<file path="src/rtl/rcm_pkg.sv">
package rcm_pkg;

   localparam int RCM_WORD_W = 32;
   localparam int RCM_ADDR_W = 32;

   typedef enum logic [1:0] {
      ACC_IDLE  = 2'b00,
      ACC_READ  = 2'b01,
      ACC_WRITE = 2'b10,
      ACC_RMW   = 2'b11
   } acc_kind_e;

   function automatic acc_kind_e acc_decode(input logic rd, input logic wr);
      return acc_kind_e'({wr, rd});
   endfunction

   function automatic logic acc_reads(input acc_kind_e k);
      return (k == ACC_READ) || (k == ACC_RMW);
   endfunction

   function automatic logic acc_writes(input acc_kind_e k);
      return (k == ACC_WRITE) || (k == ACC_RMW);
   endfunction

endpackage

</file>
<file path="src/rtl/rcm_range_chk.sv">
module rcm_range_chk #(
   parameter int ADDR_W = 32,
   parameter int DEPTH  = 16
) (
   input  logic [ADDR_W-1:0] addr_i,
   output logic              in_range_o
);

   localparam int IDX_W   = (DEPTH > 1) ? $clog2(DEPTH) : 1;
   localparam bit IS_POW2 = (DEPTH > 1) && ((DEPTH & (DEPTH - 1)) == 0);

   if (DEPTH < 1) begin : g_bad_depth
      $error("rcm_range_chk: DEPTH must be at least 1");
   end
   if (ADDR_W < 31 && DEPTH > (1 << ADDR_W)) begin : g_bad_span
      $error("rcm_range_chk: DEPTH exceeds the address space");
   end

   if (IS_POW2 && IDX_W < ADDR_W) begin : g_pow2
      // power-of-two depth: valid when every bit above the index is clear
      assign in_range_o = ~|addr_i[ADDR_W-1:IDX_W];
   end else if (IS_POW2) begin : g_full
      assign in_range_o = 1'b1;
   end else begin : g_cmp
      localparam logic [ADDR_W:0] LIMIT = (ADDR_W + 1)'(DEPTH);
      assign in_range_o = ({1'b0, addr_i} < LIMIT);
   end

endmodule

</file>
<file path="src/rtl/rcm_store.sv">
module rcm_store #(
   parameter int DATA_W = 32,
   parameter int DEPTH  = 16,
   parameter int IDX_W  = 4
) (
   input  logic              clk,
   input  logic              rst,
   input  logic              we_i,
   input  logic [IDX_W-1:0]  idx_i,
   input  logic [DATA_W-1:0] wdata_i,
   output logic [DATA_W-1:0] rdata_o
);

   if (IDX_W < 1) begin : g_bad_idx
      $error("rcm_store: IDX_W must be at least 1");
   end

   logic [DATA_W-1:0] cells [DEPTH];
   logic              idx_ok;

   assign idx_ok  = (int'(idx_i) < DEPTH);
   assign rdata_o = idx_ok ? cells[idx_i] : '0;

   always_ff @(posedge clk) begin
      if (rst) begin
         for (int i = 0; i < DEPTH; i++) begin
            cells[i] <= '0;
         end
      end else if (we_i && idx_ok) begin
         cells[idx_i] <= wdata_i;
      end
   end

   AST_WR_IDX_BOUND: assert property (@(posedge clk) disable iff (rst)
      we_i |-> (int'(idx_i) < DEPTH));

endmodule

</file>
<file path="src/rtl/rcm_resp.sv">
module rcm_resp #(
   parameter int DATA_W = 32
) (
   input  logic              clk,
   input  logic              rst,
   input  logic              ack_set_i,
   input  logic              rd_fire_i,
   input  logic [DATA_W-1:0] rdata_i,
   output logic              ack_o,
   output logic [DATA_W-1:0] rd_data_o
);

   always_ff @(posedge clk) begin
      if (rst) begin
         ack_o     <= 1'b0;
         rd_data_o <= '0;
      end else begin
         ack_o <= ack_set_i;
         if (rd_fire_i) begin
            rd_data_o <= rdata_i;
         end
      end
   end

   AST_DOUT_HOLD: assert property (@(posedge clk) disable iff (rst)
      !$past(rd_fire_i) |-> $stable(rd_data_o));

   AST_ACK_NEEDS_REQ: assert property (@(posedge clk) disable iff (rst)
      (ack_o && !$past(ack_set_i)) |-> 1'b0);

endmodule

</file>
<file path="src/rtl/rcm_mem.sv">
module rcm_mem
   import rcm_pkg::*;
#(
   parameter int DATA_W = RCM_WORD_W,
   parameter int ADDR_W = RCM_ADDR_W,
   parameter int DEPTH  = 16
) (
   input  logic              clk,
   input  logic              rst,
   input  logic              rd_en,
   input  logic              wr_en,
   input  logic [ADDR_W-1:0] addr,
   input  logic [DATA_W-1:0] wr_data,
   output logic [DATA_W-1:0] rd_data,
   output logic              ack
);

   localparam int IDX_W = (DEPTH > 1) ? $clog2(DEPTH) : 1;
   localparam logic [ADDR_W:0] LIMIT = (ADDR_W + 1)'(DEPTH);

   if (DATA_W < 1) begin : g_bad_width
      $error("rcm_mem: DATA_W must be at least 1");
   end
   if (IDX_W > ADDR_W) begin : g_bad_addr
      $error("rcm_mem: ADDR_W too narrow for DEPTH");
   end

   acc_kind_e         kind;
   logic              in_range;
   logic              rd_fire;
   logic              wr_fire;
   logic              ack_set;
   logic [IDX_W-1:0]  idx;
   logic [DATA_W-1:0] cell_word;

   assign kind    = acc_decode(rd_en, wr_en);
   assign idx     = addr[IDX_W-1:0];
   assign rd_fire = in_range && acc_reads(kind);
   assign wr_fire = in_range && acc_writes(kind);
   assign ack_set = in_range && (kind != ACC_IDLE);

   rcm_range_chk #(.ADDR_W(ADDR_W), .DEPTH(DEPTH)) u_chk (
      .addr_i     (addr),
      .in_range_o (in_range)
   );

   rcm_store #(.DATA_W(DATA_W), .DEPTH(DEPTH), .IDX_W(IDX_W)) u_store (
      .clk     (clk),
      .rst     (rst),
      .we_i    (wr_fire),
      .idx_i   (idx),
      .wdata_i (wr_data),
      .rdata_o (cell_word)
   );

   rcm_resp #(.DATA_W(DATA_W)) u_resp (
      .clk       (clk),
      .rst       (rst),
      .ack_set_i (ack_set),
      .rd_fire_i (rd_fire),
      .rdata_i   (cell_word),
      .ack_o     (ack),
      .rd_data_o (rd_data)
   );

   AST_ACK_IN_RANGE: assert property (@(posedge clk) disable iff (rst)
      ack |-> ({1'b0, $past(addr)} < LIMIT));

   AST_ACK_IDLE: assert property (@(posedge clk) disable iff (rst)
      (!$past(rd_en) && !$past(wr_en)) |-> !ack);

   AST_ACK_VALID: assert property (@(posedge clk) disable iff (rst)
      (($past(rd_en) || $past(wr_en)) && ({1'b0, $past(addr)} < LIMIT)) |-> ack);

   AST_WRITE_ONLY_HOLD: assert property (@(posedge clk) disable iff (rst)
      (!$past(rd_en)) |-> $stable(rd_data));

endmodule

</file>
<file path="config.mk">
export PLATFORM = sky130hd
export DESIGN_NAME = rcm_mem
export DESIGN_NICKNAME = d
export VERILOG_FILES = /design/src/rtl/rcm_pkg.sv /design/src/rtl/rcm_range_chk.sv /design/src/rtl/rcm_store.sv /design/src/rtl/rcm_resp.sv /design/src/rtl/rcm_mem.sv
export SDC_FILE = /design/constraint.sdc
export NUM_CORES = 1
export LEC_CHECK = 0
export BUFFER_PORTS_ARGS = -buffer_cell sky130_fd_sc_hd__buf_2
export CAP_MARGIN = 0
export CORE_UTILIZATION = 30
export CTS_BUF_LIST = sky130_fd_sc_hd__clkbuf_4
export CTS_CLUSTER_SIZE = 20
export DETAILED_ROUTE_END_ITERATION = 8
export GPL_TIMING_DRIVEN = 0
export HOLD_SLACK_MARGIN = 0.08
export SLEW_MARGIN = 40
export SYNTH_ARGS = -nofsm -noshare
export SYNTH_HDL_FRONTEND = slang
export SYNTH_HIERARCHICAL = 1
export SYNTH_SLANG_ARGS = --single-unit
</file>
<file path="constraint.sdc">
create_clock -name clk -period 2.7 [get_ports clk]
set_input_delay 0.27 -clock clk [delete_from_list [all_inputs] [get_ports clk]]
set_output_delay 0.27 -clock clk [all_outputs]
set_load 0.02 [all_outputs]
</file>
==> flow_metrics.env, run 1 <==
export IMPL_fp_coreArea_um2=79400
export IMPL_via_per_inst=4.82
export IMPL_crit_required_ps=3220
export IMPL_slew_viol_final=0
export IMPL_ys_seq_elements=545
export IMPL_cts_root_buf="clkbuf_4"
export IMPL_hold_viol=0
export IMPL_crit_arrival_ps=3120
export IMPL_use_met1_pct=20.3
export IMPL_ys_flop_type="edfxtp_1"
export IMPL_final_antenna_net_count=0
export IMPL_crit_path_cell_trace="buf_2 > nor4_1 > nand4_1 > nor2_1 > and2_1 > nand4b_1 > nor2_1 > or2_4"
export IMPL_wl_um=66600
export IMPL_critPathSlowestCell="or2_4"
export IMPL_place_area_um2=26000
export IMPL_max_cap_violations=0
export IMPL_ys_top_cells_by_area="edfxtp_1 64%, and2_1 13%, mux4_2 12%, dfxtp_1 2.7%, a22oi_1 2.0%"
export IMPL_fin_cells=2983
export IMPL_io_buffers=98
export IMPL_synth_area_um2=24200
export IMPL_grt_overflow=0
export IMPL_nets=1888
export IMPL_synthCells=1537
export IMPL_ctsResizeCount=0
export IMPL_synth_top_area_cell="edfxtp_1"
export IMPL_synth_async_reset_ratio_pct=0
export IMPL_grt_pass1_vias=15200
export IMPL_drcViolationCount=0
export IMPL_hold_path_class="input port to register"
export IMPL_regArea_um2=16000
export IMPL_drtPass1Iterations=5
export IMPL_synth_top_area_share_pct=63.6
export IMPL_start_util_pct=30.4
export IMPL_fin_area_um2=28300
export IMPL_final_layout_size_suffix_gt1_share_pct=27.5
export IMPL_ctsLongestPathBuffers=3
export IMPL_critPathMostFrequentCell="nor2_1"
export IMPL_vias=14400
export IMPL_synth_fp_nets=1605
export IMPL_syn_to_final_growth_pct=17.0
export IMPL_globalRouteMet2Util_pct=27.9
export IMPL_tightest_slew_ps=876
export IMPL_antenna_found_initial=4
export IMPL_fin_skew_ps=40.8
export IMPL_gp_congestion=0.798
export IMPL_synthDistinctLibCells=30
export IMPL_critPathTopFamily="simple AND/OR/NAND/NOR gates"
export IMPL_cp_start_kind="input port"
export IMPL_path_max_fanout=32
export IMPL_ys_seq_area_share_pct=66.4
export IMPL_gr_max_usage_layer="met2"
export IMPL_critPathBufInv=1
export IMPL_synth_common_cells="515 x and2_1, 512 x edfxtp_1, 128 x mux4_2, 92 x clkbuf_1, 64 x a22oi_1"
export IMPL_grt_total_usage_pct=16.6
export IMPL_total_power_mw=18.1
export IMPL_fillers=7696
export IMPL_grt_pass1_wl_um=97700
export IMPL_powerDensity_nw_per_um2=641
export IMPL_rsz0062_at_grt="no"
export IMPL_crit_type="input port to register"
export IMPL_cts_htree_levels=4
export IMPL_cts_tree="yes"
export IMPL_tns_ps=0
export IMPL_ys_warn_count=6
export IMPL_multi_input_area_um2=7550
export IMPL_grt_max_degree=33
export IMPL_clock_latency_ps=930
export IMPL_die_area_um2=81700
export IMPL_place_hpwl_um=41600
export IMPL_slowest_delay_ps=800
export IMPL_leakagePower_nw=9.99
export IMPL_fin_crit_ps=2600
export IMPL_status="finished clean"
export IMPL_num_rows=103
export IMPL_clk_pin_slew_worst_paths_ps=60
export IMPL_finalCritPeriodShare_pct=96.5
export IMPL_dp_cells=2685
export IMPL_die_h_um=286
export IMPL_setup_violations_final=0
export IMPL_layout_setup_ws_ps=95.8
export IMPL_synth_edff_count=512
export IMPL_cp_end_kind="register"
export IMPL_io_pins=101
export IMPL_die_x_um=286
export IMPL_ctsHoldBuffers=40
export IMPL_syn_avg_cell_area_um2=15.7
export IMPL_met3_usage_pct=5.18
export IMPL_first_iter_violations=1252
export IMPL_max_freq_mhz=384
export IMPL_post_drt_wl_per_cell_um=22.3
export IMPL_postCtsSetupBuffers=0
export IMPL_peakVddDrop_uv=270
export IMPL_synth_most_common_cell="and2_1"
export IMPL_cts_sinks=545
export IMPL_place_ws_ps=-693
export IMPL_numCtsBuffers=143
export IMPL_slew_headroom_pct=41.4
-- registers in the layout, summed over array words and instances (netlist names) --
name              cells
u_resp/ack_o          1
u_resp/rd_data_o     32
u_store/cells       512
-- metal layers --
layer	wire length, um	vias to the layer above	part of all wire (%)
met3	5440	96	8.2
met5	13	-	0.020
met1	26700	7329	40
li1	-	6338	-
met2	33200	606	50
met4	1190	2	1.8
-- layout by cell type (no fill, tap or decap), types with 26 or more instances in the layout --
master,n
dlygate4sd3_1,40
and2_1,515
a22oi_1,64
nand2_1,33
clkinv_1,26
dfxtp_1,33
edfxtp_1,512
mux2i_1,32
nor2_1,40
clkbuf_1,87
clkbuf_4,221
buf_2,116
mux4_2,128
-- layout make-up --
class	instances	area share (%)
Tap cell	1050	4.65
Multi-Input combinational cell	857	26.7
Clock buffer	221	5.87
Timing Repair Buffer	138	3.15
Clock inverter	34	0.650
Buffer	135	2.25
Antenna cell	3	0.0265
Sequential cell	545	56.7
-- logic make-up after synthesis --
| family | Yosys count | synth area share [%] |
|---|---|---|
| AO/OA/AOI/OAI | 65 | 2.02 |
| buffers and inverters | 135 | 2.61 |
| flip-flops | 545 | 66.4 |
| multiplexers | 160 | 13.3 |
| AND/OR/NAND/NOR | 632 | 15.8 |
-- through the flow --
stage,util (%),hold slack (ps)
after global placement,32.7,471
final,35.6,250
after global routing,35.6,138
after CTS,35.6,119
after floorplan,-,468
after detailed placement,32.8,478
-- path summary, 6_finish.rpt --
path / startpoint / to / slack (ps) / cells after the start
worst max-delay path: addr[5] / u_store/cells[13][29] / 100 / 8
worst min-delay path: wr_data[15] / u_store/cells[14][15] / 250 / 3
worst max register to register: u_store/cells[3][31] / u_resp/rd_data_o[31] / 1000 / 5
worst min register to register: u_resp/rd_data_o[5] / u_resp/rd_data_o[5] / 490 / 2
-- where the power goes --
part | switching [mW] | total (mW) | internal [mW]
Combinational | 0.729 | 1.21 | 0.484
Sequential | 0.0970 | 9.70 | 9.60
Clock | 3.30 | 7.20 | 3.90
Total | 4.13 | 18.1 | 14.0
-- worst register-to-register path: stages, from the launching register on --
cell      delay [ps]
edfxtp_1         350
mux4_2           490
a22oi_1          370
nand2_1          140
mux2i_1          160
nor2_1            50
Note: power is estimated with default switching activity, not from simulation.
==> inputs of run 2 (changes only) <==
--- a/config.mk
+++ b/config.mk
@@ -8,7 +8,7 @@
 export BUFFER_PORTS_ARGS = -buffer_cell sky130_fd_sc_hd__buf_2
 export CAP_MARGIN = 0
 export CORE_UTILIZATION = 30
-export CTS_BUF_LIST = sky130_fd_sc_hd__clkbuf_4
+export CTS_BUF_LIST = sky130_fd_sc_hd__clkbuf_2
 export CTS_CLUSTER_SIZE = 20
 export DETAILED_ROUTE_END_ITERATION = 8
 export GPL_TIMING_DRIVEN = 0
==> run 2 against run 1 <==
  * The flow now finishes with violations (setup timing)
  * Total power shrank 6.0%
  * Cell area is 0.43% higher
  * Fmax is 6.8% lower
  * Critical path depth decreased by 1
  * Count of clock-buffer cells in the layout fell by 8
  * Clock power decreased by 16%
  * First-iteration DRC count down 5.5%
  * Worst hold slack got worse by 9.8 ps
  * Core utilization increased by 0.15 points
  * Combinational power grew 6%
  * Sequential share of layout area is 0.24 points lower
  * Worst setup slack got worse by 190 ps
  * Highest routed layer unchanged
==> flow_metrics.env, run 2 (synthesized netlist as in run 1, its figures left out) <==
export IMPL_status="finished, violations left"
export IMPL_violations="setup timing"
export IMPL_place_hpwl_um=41600
export IMPL_layout_common_cells="514 x and2_1, 512 x edfxtp_1, 228 x clkbuf_2"
export IMPL_nets=1944
export IMPL_layout_setup_ws_ps=-93.2
export IMPL_setup_violations_final=29
export IMPL_start_util_pct=30.4
export IMPL_via_per_inst=4.80
export IMPL_antenna_found_initial=4
export IMPL_total_power_mw=17.0
export IMPL_finalCritPeriodShare_pct=103
export IMPL_cts_sinks=545
export IMPL_grt_max_degree=33
export IMPL_wl_um=67900
export IMPL_hold_path_class="input port to register"
export IMPL_gp_congestion=0.798
export IMPL_path_max_fanout=32
export IMPL_place_ws_ps=-693
export IMPL_hold_viol=0
export IMPL_fin_skew_ps=69.1
export IMPL_cts_tree="yes"
export IMPL_max_cap_violations=0
export IMPL_io_pins=101
export IMPL_largest_reg_flops=512
export IMPL_crit_type="input port to register"
export IMPL_top_register="u_store/cells"
export IMPL_rsz0062_at_grt="no"
export IMPL_cp_end_kind="register"
export IMPL_tightest_slew_ps=975
export IMPL_crit_arrival_ps=3640
export IMPL_cts_root_buf="clkbuf_2"
export IMPL_die_area_um2=81700
export IMPL_clk_pin_slew_worst_paths_ps=90
export IMPL_largestRegisters="u_store/cells: 512 flops, u_resp/rd_data_o: 32 flops, u_resp/ack_o: 1 flops"
export IMPL_drcViolationCount=0
export IMPL_grt_pass1_vias=15300
export IMPL_cp_start_kind="input port"
export IMPL_crit_required_ps=3540
export IMPL_slew_viol_final=0
export IMPL_peakVddDrop_uv=282
export IMPL_ctsLongestPathBuffers=3
export IMPL_grt_total_usage_pct=16.8
export IMPL_vias=14600
export IMPL_post_drt_wl_per_cell_um=22.3
export IMPL_final_common_cell="and2_1"
export IMPL_die_x_um=286
export IMPL_final_antenna_net_count=0
export IMPL_grt_pass1_wl_um=99000
export IMPL_slew_headroom_pct=34.7
export IMPL_numCtsBuffers=143
export IMPL_num_rows=103
export IMPL_leakagePower_nw=10.2
export IMPL_fin_crit_ps=2790
export IMPL_powerDensity_nw_per_um2=600
export IMPL_fp_coreArea_um2=79400
export IMPL_cts_htree_levels=4
export IMPL_grt_overflow=0
export IMPL_final_layout_size_suffix_gt1_share_pct=26.6
export IMPL_io_buffers=98
export IMPL_syn_to_final_growth_pct=17.5
export IMPL_drtPass1Iterations=5
export IMPL_first_iter_violations=1183
export IMPL_max_freq_mhz=358
export IMPL_die_h_um=286
export IMPL_clock_latency_ps=1280
-- run 2: cell type report --
type / instances / area, um2
Clock inverter: 45 / 337
Sequential cell: 545 / 16000
Buffer: 135 / 642
Clock buffer: 213 / 1070
Multi-Input combinational cell: 857 / 7550
Fill cell: 7717 / 51000
Tap cell: 1050 / 1310
Timing Repair Buffer: 194 / 1450
Antenna cell: 2 / 5.00
-- run 2: worst paths after layout --
kind                           endpoint  depth (start not counted)  slack [ps]            startpoint
hold reg to reg     u_resp/rd_data_o[0]                          2         490   u_resp/rd_data_o[0]
setup reg to reg   u_resp/rd_data_o[31]                          5         960  u_store/cells[3][31]
setup / recovery  u_store/cells[14][22]                          7         -90                   rst
hold / removal      u_store/cells[8][0]                          8         240               addr[7]
-- run 2: worst max-delay path, stage by stage --
cell and delay [ps]:
dlygate4sd3_1 570, buf_2 170, clkbuf_1 200, nand4b_1 220, dlygate4sd3_1 640, nor2_1 760
or2_4 770
-- run 2: through the flow --
stage	util, %	setup TNS [ps]	instance area, um2	hold slack, ps	instances
after floorplan	-	0	24200	468	1537
after global placement	32.7	-575930	26000	471	2685
after detailed placement	32.8	-395520	26000	478	2685
after CTS	35.8	0	28400	82.8	3040
after global routing	35.8	0	28400	100	3040
final	35.8	-1830	28400	240	3041
-- run 2: timing repair --
item / CTS / global route
buffers inserted: 0 / 0
endpoints found under the hold margin: 878 / 0
resized for setup: 0 / 5
endpoints found under the setup margin: 0 / 50
hold buffers: 97 / 0
-- run 2: routing by layer --
| metal | share of wire (%) | global-route usage (%) |
|---|---|---|
| met4 | 2.3 | 5.57 |
| met5 | 0.019 | 0 |
| met3 | 8.0 | 5.04 |
| met1 | 40 | 20.6 |
| met2 | 49 | 28.2 |
-- run 2: power by group --
group	internal [mW]	total (mW)	switching, mW
clock	2.68	6.07	3.38
sequential	9.59	9.68	0.0973
combinational	0.533	1.28	0.747
